`src/rtl/t1rx_pkg.sv`:
```
package t1rx_pkg;

  // Load strobes from the control decode to the datapath registers.
  typedef struct packed {
    logic sigLoad;   // serOut takes a channel MSB at the next edge
    logic linkLoad;  // serOut takes bit 192 before a link frame
  } t1rx_strobe_t;

  localparam int SF_FRAMES  = 12;
  localparam int ESF_FRAMES = 24;

endpackage

```
`src/rtl/t1rx_ctrl.sv`:
```
module t1rx_ctrl
  import t1rx_pkg::*;
#(
  parameter int FRAME_BITS = 193,
  parameter int CHAN_BITS  = 8,
  localparam int BIT_W = $clog2(FRAME_BITS),
  localparam int FRM_W = $clog2(ESF_FRAMES)
) (
  input  logic             esfMode,
  input  logic [BIT_W-1:0] posBit,
  input  logic [FRM_W-1:0] posFrame,
  output t1rx_strobe_t     strobe
);

  localparam logic [BIT_W-1:0] LAST_BIT = BIT_W'(FRAME_BITS - 1);
  localparam logic [FRM_W-1:0] SF_LAST  = FRM_W'(SF_FRAMES - 1);
  localparam logic [FRM_W-1:0] ESF_LAST = FRM_W'(ESF_FRAMES - 1);

  logic [BIT_W-1:0] chanOfs;
  logic [FRM_W-1:0] lastFrame;
  logic [FRM_W-1:0] nextFrame;
  logic             nextIsLink;

  always_comb begin
    chanOfs   = posBit - BIT_W'(1);
    lastFrame = esfMode ? ESF_LAST : SF_LAST;
    nextFrame = (posFrame == lastFrame) ? '0 : posFrame + FRM_W'(1);
    // Extended superframe: link on even frames; superframe: on odd frames.
    nextIsLink = esfMode ? ~nextFrame[0] : nextFrame[0];

    strobe.sigLoad  = (posBit != '0) &&
                      ((32'(chanOfs) % CHAN_BITS) == 0);
    strobe.linkLoad = (posBit == LAST_BIT) && nextIsLink;
  end

endmodule

```
`src/rtl/t1rx_line_mon.sv`:
```
module t1rx_line_mon #(
  parameter int TIE_RUN = 4,
  localparam int TIE_W = $clog2(TIE_RUN + 1)
) (
  input  logic clk,
  input  logic rst_n,
  input  logic linePos,
  input  logic lineNeg,
  output logic dataSmp,
  output logic violSmp
);

  localparam logic [TIE_W-1:0] TIE_MAX = TIE_W'(TIE_RUN);

  logic             lastPol;
  logic             hadMark;
  logic [TIE_W-1:0] tieCnt;
  logic             singleMark;
  logic             doubleMark;
  logic             violNow;

  always_comb begin
    singleMark = linePos ^ lineNeg;
    doubleMark = linePos & lineNeg;
    violNow    = (singleMark && hadMark && (linePos == lastPol)) ||
                 (doubleMark && (tieCnt < TIE_MAX));
  end

  // Rails are sampled on the falling edge, mid-bit.
  always_ff @(negedge clk or negedge rst_n) begin
    if (!rst_n) begin
      dataSmp <= 1'b0;
      violSmp <= 1'b0;
      lastPol <= 1'b0;
      hadMark <= 1'b0;
      tieCnt  <= '0;
    end else begin
      dataSmp <= linePos | lineNeg;
      violSmp <= violNow;
      if (singleMark) begin
        lastPol <= linePos;
        hadMark <= 1'b1;
        tieCnt  <= '0;
      end else if (doubleMark && (tieCnt < TIE_MAX)) begin
        tieCnt <= tieCnt + TIE_W'(1);
      end
    end
  end

endmodule

```
`src/rtl/t1rx_dpath.sv`:
```
module t1rx_dpath
  import t1rx_pkg::*;
#(
  parameter int LATENCY   = 13,
  parameter int CHAN_BITS = 8
) (
  input  logic         clk,
  input  logic         rst_n,
  input  logic         dataSmp,
  input  logic         violSmp,
  input  t1rx_strobe_t strobe,
  output logic         serOut,
  output logic         sigOut,
  output logic         linkOut,
  output logic         bpvFlag
);

  // pipe[k] holds the bit sampled k periods ago; serOut is stage LATENCY.
  localparam int NEXT_TAP = LATENCY - 1;
  localparam int LINK_TAP = LATENCY - 2;
  localparam int SIG_TAP  = LATENCY - CHAN_BITS;

  logic [LATENCY-1:1] pipe;

  generate
    if (LATENCY > 2) begin : g_long
      always_ff @(posedge clk or negedge rst_n) begin
        if (!rst_n) pipe <= '0;
        else        pipe <= {pipe[LATENCY-2:1], dataSmp};
      end
    end else begin : g_short
      always_ff @(posedge clk or negedge rst_n) begin
        if (!rst_n) pipe <= '0;
        else        pipe <= dataSmp;
      end
    end
  endgenerate

  always_ff @(posedge clk or negedge rst_n) begin
    if (!rst_n) begin
      serOut  <= 1'b0;
      sigOut  <= 1'b0;
      linkOut <= 1'b0;
      bpvFlag <= 1'b0;
    end else begin
      serOut  <= pipe[NEXT_TAP];
      bpvFlag <= violSmp;
      if (strobe.sigLoad)  sigOut  <= pipe[SIG_TAP];
      if (strobe.linkLoad) linkOut <= pipe[LINK_TAP];
    end
  end

endmodule

```
`src/rtl/t1_rx_extract.sv`:
```
module t1_rx_extract
  import t1rx_pkg::*;
#(
  parameter int LATENCY    = 13,
  parameter int FRAME_BITS = 193,
  parameter int CHAN_BITS  = 8,
  parameter int TIE_RUN    = 4,
  localparam int BIT_W = $clog2(FRAME_BITS),
  localparam int FRM_W = $clog2(ESF_FRAMES)
) (
  input  logic             clk,
  input  logic             rst_n,
  input  logic             linePos,
  input  logic             lineNeg,
  input  logic             esfMode,
  input  logic [BIT_W-1:0] posBit,
  input  logic [FRM_W-1:0] posFrame,
  output logic             serOut,
  output logic             sigOut,
  output logic             linkOut,
  output logic             bpvFlag
);

  t1rx_strobe_t strobe;
  logic         dataSmp;
  logic         violSmp;

  t1rx_ctrl #(.FRAME_BITS(FRAME_BITS), .CHAN_BITS(CHAN_BITS)) u_ctrl (
    .esfMode (esfMode),
    .posBit  (posBit),
    .posFrame(posFrame),
    .strobe  (strobe)
  );

  t1rx_line_mon #(.TIE_RUN(TIE_RUN)) u_mon (
    .clk    (clk),
    .rst_n  (rst_n),
    .linePos(linePos),
    .lineNeg(lineNeg),
    .dataSmp(dataSmp),
    .violSmp(violSmp)
  );

  t1rx_dpath #(.LATENCY(LATENCY), .CHAN_BITS(CHAN_BITS)) u_dpath (
    .clk    (clk),
    .rst_n  (rst_n),
    .dataSmp(dataSmp),
    .violSmp(violSmp),
    .strobe (strobe),
    .serOut (serOut),
    .sigOut (sigOut),
    .linkOut(linkOut),
    .bpvFlag(bpvFlag)
  );

endmodule

```
`config.mk`:
```
export PLATFORM = sky130hd
export DESIGN_NAME = t1_rx_extract
export DESIGN_NICKNAME = d
export VERILOG_FILES = /design/src/rtl/t1rx_pkg.sv /design/src/rtl/t1rx_ctrl.sv /design/src/rtl/t1rx_line_mon.sv /design/src/rtl/t1rx_dpath.sv /design/src/rtl/t1_rx_extract.sv
export SDC_FILE = /design/constraint.sdc
export NUM_CORES = 1
export LEC_CHECK = 0
export ABC_AREA = 1
export BUFFER_PORTS_ARGS = -buffer_cell sky130_fd_sc_hd__clkbuf_2
export CAP_MARGIN = 10
export CORE_AREA = 2 2 47 49
export DETAILED_ROUTE_END_ITERATION = 7
export DIE_AREA = 0 0 49 51
export GPL_ROUTABILITY_DRIVEN = 0
export PLACE_DENSITY = 0.69
export SETUP_SLACK_MARGIN = 0.1
export SLEW_MARGIN = 0
export SYNTH_ARGS = -nofsm -noshare
export SYNTH_HDL_FRONTEND = slang
export SYNTH_SLANG_ARGS = --single-unit
```
`constraint.sdc`:
```
create_clock -name clk -period 0.95 [get_ports clk]
set_clock_uncertainty 0.05 [all_clocks]
set_input_delay 0.2375 -clock clk [delete_from_list [all_inputs] [get_ports clk]]
set_output_delay 0.2375 -clock clk [all_outputs]
set_load 0.02 [all_outputs]
```
Word level (Yosys, flattened, before mapping)
Index checks and enable logic that the tools add are counted.
{ "totals": {"elab_cells": 35, "register_bits": 23, "output_inout_bits": 4, "inputBits": 18} }
{ "op_classes": {"order_cmp": 1, "bitwise_logic": 4, "eq_ne": 3, "addsub": 3, "n_mux": 5, "n_reduce_logical": 9} }
{ "op_table": {"columns": ["cell", "n"], "rows": [
  ["$logic_not 32->1", 1],
  ["$eq 8x8->1 const B", 1],
  ["$reduce_bool 8->1", 1],
  ["$mux 3", 2],
  ["$eq 5x5->1", 1],
  ["$logic_and 1x1->1", 5],
  ["$mux 5", 1],
  ["$add 3x1->3 const B", 1],
  ["$lt 3x3->1 const B", 1],
  ["$sub 3x1->3 const B", 1],
  ["$mux 1", 2],
  ["$reduce_bool 2->1", 1],
  ["$add 1x1->1 const B", 1],
  ["$and 1x1->1", 1],
  ["$eq 1x1->1", 1],
  ["$logic_or 1x1->1", 1],
  ["$not 1->1", 1],
  ["$or 1x1->1", 1],
  ["$xor 1x1->1", 1]
]} }

Logic depth before layout (Yosys ltp)
{ "depth": {"depth_word": 6, "ltp_mapped": 6, "depth_no_buf": 6} }

By module
Synthesis repeated with hierarchy kept, for this count alone.
{ "hier_totals": {"hier_cells": 75, "area_unflattened_um2": 815.8} }
{ "by_module_without_submodules": {"columns": ["module", "area_each_um2", "n_inst", "cells_each"], "rows": [
  ["t1rx_dpath", 430.4, 1, 24],
  ["t1rx_line_mon", 319.1, 1, 35],
  ["t1rx_ctrl", 66.3, 1, 16]
]} }

==> flow_summary.yaml <==
logic_synthesis:
  synth.most_common_cell: "dfrtp_1"
  avgSynthCellArea_um2: 11.3
  syn_nets: 93
  syn_inst: 72
  yosys.area.top_type: "dfrtp_1"
  synth_warnings: 0
  synthTopCellsByArea: "dfrtp_1 (49%), dfrtn_1 (22%), nand2_1 (6.9%)"
  synth.top_cell.area_share_pct: 49.2
  synth_common_cells: "dfrtp_1 (16), nand2_1 (15), inv_1 (11)"
  async_reset_ff_share_pct: 100
  synth_edf_count: 0
  yosysSeqAreaShare_pct: 70.7
  ys_ff_latch: 23
  netlist-cell-type-count: 16
  synth-main-ff-cell: "dfrtp_1"
  synth_area_um2: 815
run_status:
  violations: "negative setup slack"
  outcome: "finished with violations"
clock_tree:
  insertion_delay_ns: 0.30
  cts-htree-levels: 1
  clockBufferDepth: 2
  cts_tree: "done"
  root_buffer: "clkbuf_4"
  cts_buffers: 3
  clkSinkCount: 23
  clk_pin_slew_ns: 0.08
critical_path:
  critPathTopFamily: "buffers and inverters"
  cp_cell_sequence: "buf_8 > buf_4 > ha_4 > nand2_4 > xor2_4 > nor2_4"
  cp-end-kind: "flop"
  critPathKind: "input port to flop"
  cp_max_fo: 4
  path_buf_inv: 2
  crit_path_top_delay_cell: "xor2_4"
  cpPeakStageDelay_ns: 0.18
  start_kind: "input port"
  cp.required_ns: 0.58
  worstPathArrival_ns: 0.95
sta:
  fin_ws_ns: -0.366
  drv_slew: 0
  worst_slew_pin_slew_ns: 0.196
  slew_headroom_pct: 86.8
  setup_viol: 12
  hold_viol: 0
  whs_ns: 0.0733
  grt_setup_unrepaired: "true"
cells_and_area:
  utilization_pct: 55.2
  nNetsFinal: 122
  antenna_cells: 0
  fill_cells: 191
  drive_above_1_share_pct: 39.0
  fin_area_um2: 1140
  final_cells: 128
  areaGrowthSynthToFinish_pct: 39.8
grt:
  grt_pass1_vias: 538
  track_usage_pct: 11.7
  antenna_found_initial: 0
  grt_pass1_wl_um: 2150
  grt_max_degree: 17
  grt_overflow_total: 0
power:
  cellPowerDensity_nw_per_um2: 1580
  p_sw_share_pct: 24.2
  internal_power_uw: 1360
  p_switching_uw: 434
  irDropWorstVdd_mv: 1.18
  comb_power_share_pct: 16.3
  leakage_uw: 0.000541
  seq_power_share_pct: 60.2
  clkPwrFrac_pct: 23.5
placed_design:
  placed_cell_area_um2: 1000
  hpwl_um: 920
  dp.cells: 122
  io_buffer_count: 17
die:
  initial_core_util_pct: 39.5
  die_w_um: 49
  pin_count: 22
  row_count: 17
  core_area_um2: 2060
  die_h_um: 51
  dieArea_um2: 2500
job:
  drv_cap: 0
hold_path:
  hp-class: "input port to async pin"
detailed_routing:
  vias_per_cell: 4.22
  wl_per_cell_um: 9.62
  drt-pass1-iter-count: 1
  drt_wl_total_um: 1230
  vias: 540
  drtAntennaViolNets: 0
  drt_iter0_markers: 0
  drc: 0
-- repair_timing --
action	in CTS	in global routing
endpoints found under the setup margin	13	23
gates cloned	0	0
hold buffers	1	0
hold endpoints to repair	16	0
resized for setup	4	27
setup buffers	0	1
pin swaps	1	4
-- kinds of logic (layout without fill, tap and decap cells) --
kind of cell	Yosys count	after routing	share of synthesized area, %
simple gates	28	28	14.0
flops	23	23	70.7
buf+inv	12	40	5.53
compound gates	5	5	4.15
fa+ha+maj	3	3	4.61
xor+xnor	1	1	1.08
-- sequential cells by signal, summed over array words and instances, names as in the netlist --
name / flops
u_mon.tieCnt: 3
u_dpath.pipe: 12
u_mon.violSmp: 1
u_mon.dataSmp: 1
u_dpath.bpvFlag: 1
u_dpath.sigOut: 1
u_dpath.serOut: 1
u_dpath.linkOut: 1
u_mon.hadMark: 1
u_mon.lastPol: 1
-- metrics by stage --
step	setup TNS (ns)	worst slack, ns	total power (uW)
after global routing	-2.69	-0.353	1900
final	-2.44	-0.366	1790
after floorplan	-2.94	-0.521	1200
after CTS	-2.66	-0.371	1760
after detailed placement	-4.43	-0.726	1310
after global placement	-4.25	-0.689	1300
-- per-layer routing --
metal / GRT usage (%) / routed length, um / part of all wire [%] / vias to the layer above
met4: 3.81 / 0 / 0 / 0
met1: 14.4 / 560 / 45 / 248
met5: 0 / 0 / 0 / -
li1: - / - / - / 276
met2: 18.3 / 607 / 49 / 16
met3: 5.56 / 63 / 5.1 / 0
-- final timing paths --
check | startpoint | end | slack (ns) | cells after the start
setup / recovery | linePos | u_mon.tieCnt[0]$_DFFE_NN0P_ | -0.37 | 6
hold / removal | rst_n | u_mon.tieCnt[2]$_DFFE_NN0P_ | 0.07 | 1
setup reg to reg | u_mon.tieCnt[0]$_DFFE_NN0P_ | u_mon.tieCnt[1]$_DFFE_NN0P_ | -0.07 | 3
hold reg to reg | u_dpath.pipe[2]$_DFF_PN0_ | u_dpath.pipe[3]$_DFF_PN0_ | 0.31 | 0
max in group asynchronous | rst_n | u_dpath.pipe[5]$_DFF_PN0_ | 0.20 | 3
min in group clk | posBit[0] | u_dpath.sigOut$_DFFE_PN0P_ | 0.14 | 3
-- final cells by class --
type                            count  area [um2]  share of cell area (%)
Tap cell                           28        35.0                    3.08
Sequential cell                    23         576                    50.5
Multi-Input combinational cell     37         259                    22.7
Clock buffer                        4        26.3                    2.31
Timing Repair Buffer               24         189                    16.6
Inverter                           12        53.8                    4.73
-- layout by cell type, fill, tap and decap left out, types with 2 or more instances in the layout --
master	netlist	layout
buf_4	0	4
nor2_1	8	6
a21oi_2	1	2
ha_4	0	2
dfrtp_1	16	16
clkbuf_2	0	11
nand3_1	3	3
inv_4	0	2
nand2_1	15	15
buf_6	0	7
clkbuf_4	0	3
inv_1	11	8
dfrtn_1	7	7
-- power groups by stage --
stage          Clock, uW  Combinational (uW)  Sequential, uW
2_1_floorplan          0                84.0            1110
3_3_place_gp           0                 209            1090
3_5_place_dp           0                 218            1100
4_1_cts              452                 230            1080
5_1_grt              488                 325            1090
6_report             422                 293            1080
No activity file was read; power rests on OpenSTA's default activity.
